## src/rtl/i2cm_pkg.sv

```systemverilog
package i2cm_pkg;
  localparam int BYTE_W = 8;
  localparam int CTL_CONT  = 0;
  localparam int CTL_START = 1;
  localparam int CTL_STOP  = 2;
  localparam logic [1:0] SEL_DATA = 2'd0;
  localparam logic [1:0] SEL_CTRL = 2'd1;
  localparam logic [1:0] SEL_DIV  = 2'd2;

  typedef enum logic [2:0] {
    MS_IDLE  = 3'd0,
    MS_RXRDY = 3'd1,
    MS_TXRDY = 3'd2,
    MS_ANACK = 3'd3,
    MS_DNACK = 3'd4
  } mstate_e;

  typedef enum logic [2:0] {
    SQ_IDLE, SQ_HOLD, SQ_START, SQ_TX, SQ_RX, SQ_ACK, SQ_STOP
  } seq_e;

  typedef enum logic [1:0] {FW_RX, FW_STOP, FW_START} follow_e;
endpackage

```

## src/rtl/i2cm_tick.sv

```systemverilog
module i2cm_tick #(
  parameter int DIV_W = 8
) (
  input  logic             clk,
  input  logic             rst_n,
  input  logic             run,
  input  logic [DIV_W-1:0] div,
  output logic             tick
);
  logic [DIV_W-1:0] cnt_q, cnt_d;

  assign tick = run && (cnt_q >= div);

  always_comb begin
    if (!run || tick) cnt_d = '0;
    else              cnt_d = cnt_q + 1'b1;
  end

  always_ff @(posedge clk or negedge rst_n) begin
    if (!rst_n) cnt_q <= '0;
    else        cnt_q <= cnt_d;
  end
endmodule

```

## src/rtl/i2cm_seq.sv

```systemverilog
module i2cm_seq
  import i2cm_pkg::*;
(
  input  logic              clk,
  input  logic              rst_n,
  input  logic              tick,
  input  logic              cmd_we,
  input  logic              data_we,
  input  logic [BYTE_W-1:0] wdata,
  input  logic              sda_in,
  output logic              busy,
  output logic [BYTE_W-1:0] data_q,
  output logic [3:0]        status,
  output logic              scl_pull,
  output logic              sda_pull
);
  localparam logic [3:0] LAST_BIT = 4'(BYTE_W);

  seq_e              seq_q, seq_d;
  mstate_e           ms_q, ms_d;
  follow_e           fw_q, fw_d;
  logic [1:0]        qtr_q, qtr_d;
  logic [3:0]        bit_q, bit_d;
  logic [BYTE_W-1:0] sh_q, sh_d;
  logic              pend_q, pend_d;
  logic              samp_q, samp_d;
  logic              sda_q, sda_d;
  logic              held_q, held_d;
  logic              addr_q, addr_d;
  logic              nack_q, nack_d;

  wire c_stop  = wdata[CTL_STOP];
  wire c_start = wdata[CTL_START];
  wire c_cont  = wdata[CTL_CONT];

  always_comb begin
    seq_d = seq_q; ms_d = ms_q; fw_d = fw_q; qtr_d = qtr_q; bit_d = bit_q;
    sh_d = sh_q; pend_d = pend_q; samp_d = samp_q; sda_d = sda_q;
    held_d = held_q; addr_d = addr_q; nack_d = nack_q;
    if (pend_q) begin
      if (data_we) sh_d = wdata;
      if (cmd_we) begin
        if (seq_q == SQ_IDLE) begin
          if (c_start) begin
            seq_d = SQ_START; held_d = 1'b0; pend_d = 1'b0;
          end
        end else if (ms_q == MS_RXRDY) begin
          if (c_stop || c_start || c_cont) begin
            seq_d  = SQ_ACK; pend_d = 1'b0;
            nack_d = c_stop || c_start;
            fw_d   = c_stop ? FW_STOP : (c_start ? FW_START : FW_RX);
          end
        end else if (c_stop) begin
          seq_d = SQ_STOP; pend_d = 1'b0;
        end else if (c_start) begin
          seq_d = SQ_START; held_d = 1'b1; pend_d = 1'b0;
        end else if (c_cont && ms_q == MS_TXRDY) begin
          seq_d = SQ_TX; addr_d = 1'b0; bit_d = '0; pend_d = 1'b0;
        end
      end
    end else if (tick) begin
      qtr_d = qtr_q + 2'd1;
      if (qtr_q == 2'd1) samp_d = sda_in;
      unique case (seq_q)
        SQ_START: begin
          if (qtr_q == 2'd0) sda_d = 1'b0;
          if (qtr_q == 2'd2) sda_d = 1'b1;
          if (qtr_q == 2'd3) begin seq_d = SQ_TX; addr_d = 1'b1; bit_d = '0; end
        end
        SQ_STOP: begin
          if (qtr_q == 2'd0) sda_d = 1'b1;
          if (qtr_q == 2'd2) sda_d = 1'b0;
          if (qtr_q == 2'd3) begin seq_d = SQ_IDLE; pend_d = 1'b1; ms_d = MS_IDLE; end
        end
        SQ_TX: begin
          if (qtr_q == 2'd0) sda_d = (bit_q < LAST_BIT) ? ~sh_q[BYTE_W-1] : 1'b0;
          if (qtr_q == 2'd3) begin
            if (bit_q < LAST_BIT) begin
              sh_d  = {sh_q[BYTE_W-2:0], samp_q};
              bit_d = bit_q + 4'd1;
            end else begin
              seq_d = SQ_HOLD; pend_d = 1'b1;
              if (samp_q)                 ms_d = addr_q ? MS_ANACK : MS_DNACK;
              else if (addr_q && sh_q[0]) begin seq_d = SQ_RX; pend_d = 1'b0; bit_d = '0; end
              else                        ms_d = MS_TXRDY;
            end
          end
        end
        SQ_RX: begin
          if (qtr_q == 2'd0) sda_d = 1'b0;
          if (qtr_q == 2'd3) begin
            sh_d = {sh_q[BYTE_W-2:0], samp_q};
            if (bit_q == LAST_BIT - 4'd1) begin
              seq_d = SQ_HOLD; pend_d = 1'b1; ms_d = MS_RXRDY;
            end else begin
              bit_d = bit_q + 4'd1;
            end
          end
        end
        SQ_ACK: begin
          if (qtr_q == 2'd0) sda_d = ~nack_q;
          if (qtr_q == 2'd3) begin
            unique case (fw_q)
              FW_STOP:  seq_d = SQ_STOP;
              FW_START: begin seq_d = SQ_START; held_d = 1'b1; end
              default:  begin seq_d = SQ_RX; bit_d = '0; end
            endcase
          end
        end
        default: ;
      endcase
    end
  end

  always_ff @(posedge clk or negedge rst_n) begin
    if (!rst_n) begin
      seq_q <= SQ_IDLE; ms_q <= MS_IDLE; fw_q <= FW_RX; qtr_q <= '0; bit_q <= '0;
      sh_q <= '0; pend_q <= 1'b1; samp_q <= 1'b1; sda_q <= 1'b0;
      held_q <= 1'b0; addr_q <= 1'b0; nack_q <= 1'b0;
    end else begin
      seq_q <= seq_d; ms_q <= ms_d; fw_q <= fw_d; qtr_q <= qtr_d; bit_q <= bit_d;
      sh_q <= sh_d; pend_q <= pend_d; samp_q <= samp_d; sda_q <= sda_d;
      held_q <= held_d; addr_q <= addr_d; nack_q <= nack_d;
    end
  end

  always_comb begin
    unique case (seq_q)
      SQ_IDLE:  scl_pull = 1'b0;
      SQ_HOLD:  scl_pull = 1'b1;
      SQ_START: scl_pull = (qtr_q < 2'd2) && held_q;
      default:  scl_pull = (qtr_q < 2'd2);
    endcase
  end

  assign sda_pull = sda_q;
  assign busy     = !pend_q;
  assign data_q   = sh_q;
  assign status   = {ms_q, pend_q};
endmodule

```

## src/rtl/i2c_byte_master.sv

```systemverilog
module i2c_byte_master
  import i2cm_pkg::*;
#(
  parameter int             DIV_W     = 8,
  parameter logic [DIV_W-1:0] DIV_RESET = DIV_W'(3)
) (
  input  logic              clk,
  input  logic              rst_n,
  input  logic              reg_we,
  input  logic [1:0]        reg_sel,
  input  logic [BYTE_W-1:0] reg_wdata,
  input  logic              sda_in,
  output logic [BYTE_W-1:0] data_q,
  output logic [3:0]        status,
  output logic              scl_pull,
  output logic              sda_pull
);
  logic [DIV_W-1:0] div_q, div_d;
  logic             busy, tick;

  always_comb begin
    div_d = div_q;
    if (reg_we && reg_sel == SEL_DIV) div_d = reg_wdata[DIV_W-1:0];
  end

  always_ff @(posedge clk or negedge rst_n) begin
    if (!rst_n) div_q <= DIV_RESET;
    else        div_q <= div_d;
  end

  i2cm_tick #(.DIV_W(DIV_W)) u_tick (
    .clk(clk), .rst_n(rst_n), .run(busy), .div(div_q), .tick(tick)
  );

  i2cm_seq u_seq (
    .clk(clk), .rst_n(rst_n), .tick(tick),
    .cmd_we(reg_we && reg_sel == SEL_CTRL),
    .data_we(reg_we && reg_sel == SEL_DATA),
    .wdata(reg_wdata), .sda_in(sda_in), .busy(busy),
    .data_q(data_q), .status(status), .scl_pull(scl_pull), .sda_pull(sda_pull)
  );
endmodule

```

## config.mk

```make
export PLATFORM = sky130hd
export DESIGN_NAME = i2c_byte_master
export DESIGN_NICKNAME = d
export VERILOG_FILES = /design/src/rtl/i2cm_pkg.sv /design/src/rtl/i2cm_tick.sv /design/src/rtl/i2cm_seq.sv /design/src/rtl/i2c_byte_master.sv
export SDC_FILE = /design/constraint.sdc
export NUM_CORES = 1
export LEC_CHECK = 0
export ABC_CLOCK_PERIOD_IN_PS = 2600
export BUFFER_PORTS_ARGS = -buffer_cell sky130_fd_sc_hd__buf_2
export CAP_MARGIN = 10
export CORE_AREA = 2 2 76 78
export DETAILED_ROUTE_END_ITERATION = 10
export DIE_AREA = 0 0 78 80
export GPL_TIMING_DRIVEN = 0
export PLACE_DENSITY = 0.74
export SETUP_SLACK_MARGIN = 0.4
export SLEW_MARGIN = 20
export SYNTH_ARGS = -nofsm -noshare
export SYNTH_HDL_FRONTEND = slang
export SYNTH_HIERARCHICAL = 1
export SYNTH_SLANG_ARGS = --single-unit
export TNS_END_PERCENT = 10
```

## constraint.sdc

```tcl
create_clock -name clk -period 2.6 [get_ports clk]
set_input_delay 0.26 -clock clk [delete_from_list [all_inputs] [get_ports clk]]
set_output_delay 0.26 -clock clk [all_outputs]
set_load 0.05 [all_outputs]
```

# [Word-level counts from Yosys, hierarchy flattened]
# Cells that the tools add are included.
[word_totals] register_bits=44 output_inout_bits=14 elab_cells=212
[op_classes] add_sub_neg=3 order_cmp=3 eq_ne=50 mux=103 bitwise=4 reduce_logical=35
[ops] op="3-bit 2-to-1 mux" count=24
[ops] op="4-bit 2-to-1 mux" count=17
[ops] op="8-bit 2-to-1 mux" count=7
[ops] op="1-bit 2-to-1 mux" count=45
[ops] op="9-bit AND reduction" count=3
[ops] op="3-bit by 1-bit != test with 1-bit output, second input constant" count=8
[ops] op="2-bit by 1-bit != test with 1-bit output, second input constant" count=8
[ops] op="4-bit case mux with 4 select lines" count=1
[ops] op="8-bit case mux with 2 select lines" count=1
[ops] op="16-bit AND reduction" count=1
[ops] op="3-bit case mux with 5 select lines" count=1
[ops] op="13-bit AND reduction" count=1
[ops] op="2-bit != test, second input constant" count=6
[ops] op="3-bit by 2-bit != test with 1-bit output, second input constant" count=4
[ops] op="6-bit AND reduction" count=2
[ops] op="2-bit nonzero test" count=5
[ops] op="5-bit nonzero test" count=2
[ops] op="3-bit by 2-bit == test with 1-bit output, second input constant" count=3
[ops] op="3-bit == test, second input constant" count=3
[ops] op="3-bit != test, second input constant" count=3
[ops] op="3-bit case mux with 3 select lines" count=1
[ops] op="8-bit by 1-bit adder with 8-bit output, second input constant" count=1
[ops] op="2-bit == test, second input constant" count=4
[ops] op="8-bit >= comparator" count=1
[ops] op="other kinds (27)" count=46

# [Depth between registers and ports, before layout]
# Gate-level depths: netlist of the first run.
[depth] ltp_word=9 depth_mapped=13 depth_no_buf=11

# [By module]
# The synthesis of the first run kept the hierarchy.
[by_module_without_submodules] mod="i2cm_seq" instances=1 cells_per_inst=211 area_per_inst_um2=1879.3
[by_module_without_submodules] mod="i2cm_tick" instances=1 cells_per_inst=59 area_per_inst_um2=578.1
[by_module_without_submodules] mod="i2c_byte_master" instances=1 cells_per_inst=19 area_per_inst_um2=330.3

# [Worst setup path before layout of the first run]
# OpenSTA, ideal clock, no wires.
[synth_path] path_type="register -> register" from="register div_q[1]" to="register u_seq.seq_q[0]" arrival_time_ns=2.568 slack_ns=-0.096 stages_incl_launch_ff=13 synth_period_minus_slack_ns=2.696 cell_sequence="dfstp_2 inv_1 ha_1 or4_4 a21oi_4 o31ai_1 and2_1 nor2b_1 buf_2 o21ai_0 a21oi_1 or4b_1 mux2_1"
[synth_via] elab_chain_cells=4
[synth_lines] element="from (decl)" line="i2c_byte_master.sv:18" text="logic [DIV_W-1:0] div_q, div_d;"
[synth_lines] element="from (signal assigned)" line="i2c_byte_master.sv:28" text="else div_q <= div_d;"
[synth_lines] element="8-bit >= comparator" line="i2cm_tick.sv:12" text="assign tick = run && (cnt_q >= div);"
[synth_lines] element="1-bit logical AND" line="i2cm_tick.sv:12"
[synth_lines] element="named net tick" line="i2c_byte_master.sv:19" text="logic busy, tick;"
[synth_lines] element="2-bit nonzero test (no line)"
[synth_lines] element="13-bit AND reduction (no line)"
[synth_lines] element="to (signal assigned)" line="i2cm_seq.sv:121" text="seq_q <= seq_d; ms_q <= ms_d; fw_q <= fw_d; qtr_q <= qtr_d; bit_q <= bit_d;"
[synth_lines] element="to (decl)" line="i2cm_seq.sv:19" text="seq_e seq_q, seq_d;"
# The timed path passes the listed nets, and every way through them passes these cells.
# A chain may end at the register's enable or synchronous reset.

# [Final worst setup path of the first run]
[layout_path] from="register div_q[1]" to="register u_seq.bit_q[1]"
[layout_via] elab_chain_cells=4
[layout_lines] element="8-bit >= comparator" line="i2cm_tick.sv:12"
[layout_lines] element="1-bit logical AND" line="i2cm_tick.sv:12"
[layout_lines] element="named net tick" line="i2c_byte_master.sv:19"
[layout_lines] element="2-bit nonzero test (no line)"
[layout_lines] element="16-bit AND reduction (no line)"
[layout_lines] element="to (signal assigned)" line="i2cm_seq.sv:121"
[layout_lines] element="to (decl)" line="i2cm_seq.sv:23" text="logic [3:0] bit_q, bit_d;"
# The timed path passes the listed nets, and every way through them passes these cells.

==> results of run 1 <==
logic make-up (layout without fill, tap and decap cells):
group,count (synthesis),in the layout,share of synthesized area (%)
multiplexers,27,27,11.22
AO/OA/AOI/OAI,68,68,16.07
flip-flops,44,44,39.68
adder cells (fa/ha/maj),16,16,7.181
AND/OR/NAND/NOR,95,95,18.76
buffers and inverters,31,81,4.578
XOR/XNOR,8,8,2.514
worst register-to-register path, delay by kind of cell, from the launching register on:
kind / cells / cell delay (ns)
AND/OR/NAND/NOR: 3 / 0.73
flip-flops: 1 / 0.55
AO/OA/AOI/OAI: 5 / 0.52
buffers and inverters: 3 / 0.32
multiplexers: 1 / 0.31
adder cells (fa/ha/maj): 1 / 0.14
cell type report:
| cell class | instances | area [um2] |
|---|---|---|
| fillers | 461 | 1989 |
| repair buffers | 42 | 264.0 |
| flip-flops and latches | 44 | 1106 |
| clock buffers | 5 | 68.82 |
| multi-input cells | 214 | 1697 |
| plain buffers | 12 | 72.57 |
| inverters | 19 | 71.32 |
| well taps | 72 | 90.09 |
| clock inverters | 3 | 46.29 |
routing by layer:
layer	vias up	GRT usage (%)	part of all wire [%]
met5	-	0	0
met3	14	3.959	4.3
li1	1126	-	-
met1	1154	26.83	42
met4	0	9.649	2.4
met2	64	39.40	51
worst min path at each step:
stage | startpoint | endpoint | slack [ns] | depth (start not counted)
floorplan | rst_n | div_q[2]$_DFFE_PN0P_ | -0.04 | 0
global placement | rst_n | asynchronous set/reset pin | 0.47 | 1
detailed placement | rst_n | asynchronous set/reset pin | 0.48 | 1
CTS | rst_n | u_seq/bit_q[2]$_DFFE_PN0P_ | 0.14 | 1
global route | sda_in | u_seq/samp_q$_DFFE_PN1P_ | 0.17 | 2
finish | sda_in | u_seq/samp_q$_DFFE_PN1P_ | 0.18 | 2
sequential cells by signal, indices dropped and copies added, names as in the netlist, named ones only:
register,flops
u_seq/samp_q,1
u_seq/ms_q,3
u_seq/seq_q,3
u_seq/pend_q,1
u_seq/data_q,8
u_tick/cnt_q,8
u_seq/fw_q,2
u_seq/addr_q,1
u_seq/qtr_q,2
u_seq/bit_q,4
div_q,8
u_seq/held_q,1
u_seq/nack_q,1
Yosys cell counts, types with 3 or more instances:
cell      count  area share [%]
nor2b_1       5             1.1
o21ai_0      16             2.9
mux2_2       12             4.8
nand2_1      21             2.8
nor3_1        7             1.3
a31oi_1       3            0.67
nand2b_1      5             1.1
dfrtp_1      40              36
clkbuf_1      5            0.67
dfstp_2       4             3.8
nor3b_1       3            0.81
inv_1        19             2.6
nor2_1       26             3.5
or3_1         3            0.67
xor2_1        5             1.6
and3_1        4            0.90
a21oi_1      23             4.1
mux2i_1       8             2.9
xnor2_1       3            0.94
ha_1         16             7.2
buf_2         3            0.54
nand3_1       4            0.72
mux2_1        4             1.6
power by group:
group / switching (W) / internal (W) / total, W
registers: 0.0000940 / 0.000791 / 0.000885
logic: 0.000378 / 0.000398 / 0.000776
clock network: 0.000261 / 0.000290 / 0.000551
total: 0.000733 / 0.00148 / 0.00221
cell usage in the layout, fill, tap and decap left out, types with 6 or more instances in the layout:
master	synthesis	layout
dfrtp_1	40	40
buf_2	3	29
nor2_1	26	23
nand2_1	21	20
inv_1	19	17
a21oi_1	23	17
buf_4	2	16
o21ai_0	16	14
ha_1	16	14
mux2_2	12	9
mux2_4	2	9
mux2i_1	8	8
nor3_1	7	7
a21oi_2	0	6
metrics by stage:
stage / hold WS [ns] / TNS (ns) / instance area [um2] / utilization [%]
2_1_floorplan: -0.03559 / 0 / 2826 / -
5_1_grt: 0.1724 / -1.796 / 3416 / 63.19
3_3_place_gp: 0.4674 / -2.778 / 3052 / 56.46
4_1_cts: 0.1381 / -0.2915 / 3358 / 62.13
3_5_place_dp: 0.4769 / -3.374 / 3052 / 56.46
6_report: 0.1802 / -0.4476 / 3416 / 63.19
what timing repair did:
item | CTS | global route
buffers inserted | 10 | 3
endpoints found under the hold margin | 0 | 19
pin swaps | 8 | 5
gates cloned | 1 | 0
setup endpoints to repair | 24 | 25
hold buffers | 0 | 1
gates resized for setup | 27 | 11
==> results.sh, run 1 <==
export IMPL_status="finished with violations"
export IMPL_violations="setup timing"
export IMPL_relSlewSlack_pct=51.73
export IMPL_die_h_um=80
export IMPL_cts_max_path_buffers=2
export IMPL_layout_min_cycle_time_ns=2.694
export IMPL_fin_ws_ns=-0.09444
export IMPL_path_delay_family="simple AND/OR/NAND/NOR gates"
export IMPL_grt_max_degree=45
export IMPL_pin_count=28
export IMPL_setup_viol=8
export IMPL_crit_top_cell="buf_4"
export IMPL_r2r_start="div_q[1]$_DFFE_PN1P_"
export IMPL_fin_skew_ns=0.006786
export IMPL_area_growth_pct=22.53
export IMPL_max_freq_ghz=0.3711
export IMPL_num_vias=2358
export IMPL_cts_buffers=5
export IMPL_cp_depth=13
export IMPL_synth_edf_count=0
export IMPL_rsz0062_at_grt="yes"
export IMPL_die_area_um2=6240
export IMPL_grt_pass1_vias=2272
export IMPL_synth_warnings=6
export IMPL_syn_nets=319
export IMPL_core_area_um2=5405
export IMPL_start_kind="flop"
export IMPL_cts_root_buffer="clkbuf_8"
export IMPL_cts_clk_slew_worst_paths_ns=0.09
export IMPL_cts_tree="yes"
export IMPL_die_w_um=78
export IMPL_cp_data_required_time_ns=2.80
export IMPL_max_stage_delay_ns=0.55
export IMPL_hpwlAfterDp_um=4536
export IMPL_drt_iter0_drc=198
export IMPL_ff2ff_path_depth=13
export IMPL_grt_overflow_total=0
export IMPL_crit_arrival_ns=2.89
export IMPL_place_congestion=0.9220
export IMPL_path_buf_inv=3
export IMPL_worst_pin_slew_ns=0.7241
export IMPL_start_util_pct=51.57
export IMPL_min_path_type="input pin to flop"
export IMPL_drt_wl_total_um=6583
export IMPL_num_rows=27
export IMPL_crit_chain="inv_2, ha_4, or4_4, a21oi_4, o31ai_2, and2_1, nor2b_1, buf_4, buf_4, o21ai_1, o21ai_2, o21ai_4, mux2_4"
export IMPL_drc=0
export IMPL_cts_htree_levels=2
export IMPL_ir_worst_vdd_mv=0.5235
export IMPL_final_cells=411
export IMPL_ys_types=62
export IMPL_post_drt_wl_per_cell_um=16.02
export IMPL_syn_inst=289
export IMPL_endpoint="u_seq/bit_q[1]$_DFFE_PN0P_"
export IMPL_ant_nets=0
export IMPL_final_max_slew_violation_count=0
export IMPL_r2r_end="u_seq/bit_q[1]$_DFFE_PN0P_"
export IMPL_clock_sinks=44
export IMPL_power_density_nw_per_um2=647.7
export IMPL_finalNetCount=368
export IMPL_hold_violations=0
export IMPL_ys_ff_latch=44
export IMPL_clk_latency_ns=0.31
export IMPL_cp_end_kind="flop"
export IMPL_leakage_nw=1.582
export IMPL_finalCritPeriodShare_pct=103.6
export IMPL_drive_gt1_share_pct=32.45
export IMPL_firstDrtPassIters=4
export IMPL_crit_fanout=4
export IMPL_synth_async_sr_flop_share_pct=100.0
export IMPL_antenna_cells=0
export IMPL_cap_viol_max_count=0
export IMPL_antenna_found_initial=0
export IMPL_dp_cells=388
export IMPL_postSynthAreaPerCell_um2=9.646
export IMPL_synth_seq_area_share_pct=39.68
export IMPL_track_usage_pct=22.35
export IMPL_critPathSlowestCell="dfstp_2"
export IMPL_dp_slack_ns=-0.3416
export IMPL_netlist_area_um2=2788
export IMPL_finalPower_w=0.002212
export IMPL_synth_ff_type="dfrtp_1"
export IMPL_worstSetupPathType="flop to flop"
export IMPL_portBuffers=27
export IMPL_viasPerCell=5.737
export IMPL_reg2reg_setup_slack_ns=-0.09
export IMPL_crit_path_start="div_q[1]$_DFFE_PN1P_"
export IMPL_grt_pass1_wl_um=10820
(Power assumes the default switching activity.)
==> run 2: changes to the inputs <==
Settings changed: ABC_CLOCK_PERIOD_IN_PS 2600 to 3100, CORE_AREA 2 2 76 78 to 5 5 78 80, DIE_AREA 0 0 78 80 to 0 0 83 85, PLACE_DENSITY 0.74 to 0.73, TNS_END_PERCENT 10 to 5.
Clock period 2.6 ns to 3.1 ns, I/O delays scaled along.
==> run 2 against run 1 <==
Against the previous run:
- the run ends with hold timing left
- critical path depth fell by 1
- non-clock buffer count down 4
- die area is 13% higher
- via count decreased by 0.59%
==> results.sh, run 2 (synthesis results as in run 1) <==
export IMPL_clock_sinks=44
export IMPL_hold_slack_ns=-0.02182
export IMPL_num_rows=27
export IMPL_grt_max_degree=45
export IMPL_grt_pass1_wl_um=11340
export IMPL_die_h_um=85
export IMPL_grtUsageMet3_pct=3.786
export IMPL_hpwlAfterDp_um=4575
export IMPL_drive_gt1_share_pct=28.06
export IMPL_num_vias=2344
export IMPL_max_freq_ghz=0.3657
export IMPL_setup_viol=0
export IMPL_relSlewSlack_pct=51.54
export IMPL_cp_data_required_time_ns=3.30
export IMPL_hold_violations=22
export IMPL_violations="hold timing"
export IMPL_drc=0
export IMPL_antenna_cells=0
export IMPL_status="finished with violations"
export IMPL_firstDrtPassIters=6
export IMPL_cts_buffers=5
export IMPL_crit_arrival_ns=2.93
export IMPL_finalNetCount=364
export IMPL_ir_worst_vdd_mv=0.5487
export IMPL_grt_busiest_layer="met2"
export IMPL_cts_tree="yes"
export IMPL_cap_viol_max_count=0
export IMPL_viasPerCell=5.759
export IMPL_die_area_um2=7055
export IMPL_drt_iter0_drc=166
export IMPL_min_path_type="input pin to asynchronous set/reset pin"
export IMPL_cts_max_path_buffers=2
export IMPL_layout_common_cells="40 x dfrtp_1, 29 x buf_2, 26 x nor2_1"
export IMPL_power_density_nw_per_um2=559.9
export IMPL_leakage_nw=1.536
export IMPL_post_drt_wl_per_cell_um=16.00
export IMPL_start_util_pct=52.23
export IMPL_ant_nets=0
export IMPL_cts_htree_levels=2
export IMPL_rsz0062_at_grt="yes"
export IMPL_placed_area_um2=3013
export IMPL_clk_latency_ns=0.31
export IMPL_cts_root_buffer="clkbuf_8"
export IMPL_dp_cells=388
export IMPL_track_usage_pct=19.77
export IMPL_fin_skew_ns=0.007038
export IMPL_cts_clk_slew_worst_paths_ns=0.09
export IMPL_finalCritPeriodShare_pct=88.20
export IMPL_grt_overflow_total=0
export IMPL_core_area_um2=5338
export IMPL_antenna_found_initial=0
export IMPL_layout_commonest_cell="dfrtp_1"
export IMPL_worst_pin_slew_ns=0.7268
export IMPL_cp_end_kind="flop"
export IMPL_crit_fanout=5
export IMPL_fill_cells=489
export IMPL_design_area_um2=3296
export IMPL_met1_usage_pct=25.03
export IMPL_grt_met2_usage_pct=32.36
export IMPL_portBuffers=27
export IMPL_tns_ns=0
export IMPL_drt_wl_total_um=6514
export IMPL_layout_min_cycle_time_ns=2.734
export IMPL_start_kind="flop"
export IMPL_worstSetupPathType="flop to flop"
export IMPL_area_growth_pct=18.22
export IMPL_place_congestion=0.9018
export IMPL_final_cells=407
export IMPL_grt_pass1_vias=2357
export IMPL_die_w_um=83
export IMPL_final_max_slew_violation_count=0
export IMPL_pin_count=28
==> run 2: changes by cell type in the layout (fill, tap and decap cells not counted), moves of 2 or more <==
| cell | change |
|---|---|
| a21oi_2 | -6 |
| buf_4 | -2 |
| inv_1 | +2 |
| nor2_1 | +3 |
| a21oi_1 | +5 |
| mux2_4 | -3 |
| nor2_4 | -2 |
| o21ai_4 | -2 |
| buf_8 | -2 |
| o21ai_2 | +2 |
| mux2_2 | +3 |
| inv_2 | -2 |
==> run 2: final cells by class <==
cell class	count	area, um2	area share (%)
Buffer	12	63.81	1.936
Tap cell	72	90.09	2.733
Clock buffer	5	68.82	2.088
Timing Repair Buffer	38	220.2	6.682
Inverter	19	71.32	2.164
Sequential cell	44	1106	33.56
Multi-Input combinational cell	214	1629	49.43
Clock inverter	3	46.29	1.405
==> run 2: per-layer routing <==
layer / up-vias / share of wire, %
met4: 0 / 3.1
li1: 1116 / -
met5: - / 0
met3: 19 / 5.7
met2: 89 / 50
met1: 1120 / 42
==> run 2: worst max-delay path, cell delays in order (launching register included) <==
cell	delay (ns)
dfstp_2	0.54
inv_1	0.06
ha_4	0.15
or4_4	0.53
a21oi_4	0.14
o31ai_2	0.06
and2_1	0.19
nor2b_4	0.13
buf_6	0.12
buf_4	0.12
buf_4	0.15
o311a_1	0.12
mux2_4	0.30
==> run 2: timing repair <==
item	CTS	global route
hold buffers	0	0
gates cloned	0	0
resized for setup	10	10
buffers inserted	7	4
pin swaps	3	7
setup endpoints to repair	13	15
==> run 2: stage by stage <==
stage	power [W]	setup slack, ns	util, %
3_3_place_gp	0.001196	0.1444	56.45
3_5_place_dp	0.001213	0.1620	56.45
6_report	0.001845	0.3659	61.74
5_1_grt	0.001980	0.2841	61.74
4_1_cts	0.001774	0.3900	60.45
2_1_floorplan	0.001094	0.4044	-
==> run 2: worst paths after layout <==
path | to | startpoint | cells after the start | slack, ns
min in group clk | u_seq/samp_q$_DFFE_PN1P_ | sda_in | 2 | 0.22
worst min register to register | div_q[5]$_DFFE_PN0P_ | div_q[5]$_DFFE_PN0P_ | 1 | 0.51
max in group asynchronous | u_seq/pend_q$_DFF_PN1_ | rst_n | 1 | 2.72
worst min-delay path | asynchronous set/reset pin | rst_n | 1 | -0.02
worst max register to register | flop | div_q[1]$_DFFE_PN1P_ | 12 | 0.37
worst max-delay path | flop | div_q[1]$_DFFE_PN1P_ | 12 | 0.37
==> run 2: power breakdown <==
part	internal, W	leakage [nW]	switching, W
Sequential	0.000663	0.574	0.0000764
Combinational	0.000328	0.907	0.000316
Clock	0.000243	0.0548	0.000218
Total	0.00123	1.54	0.000610
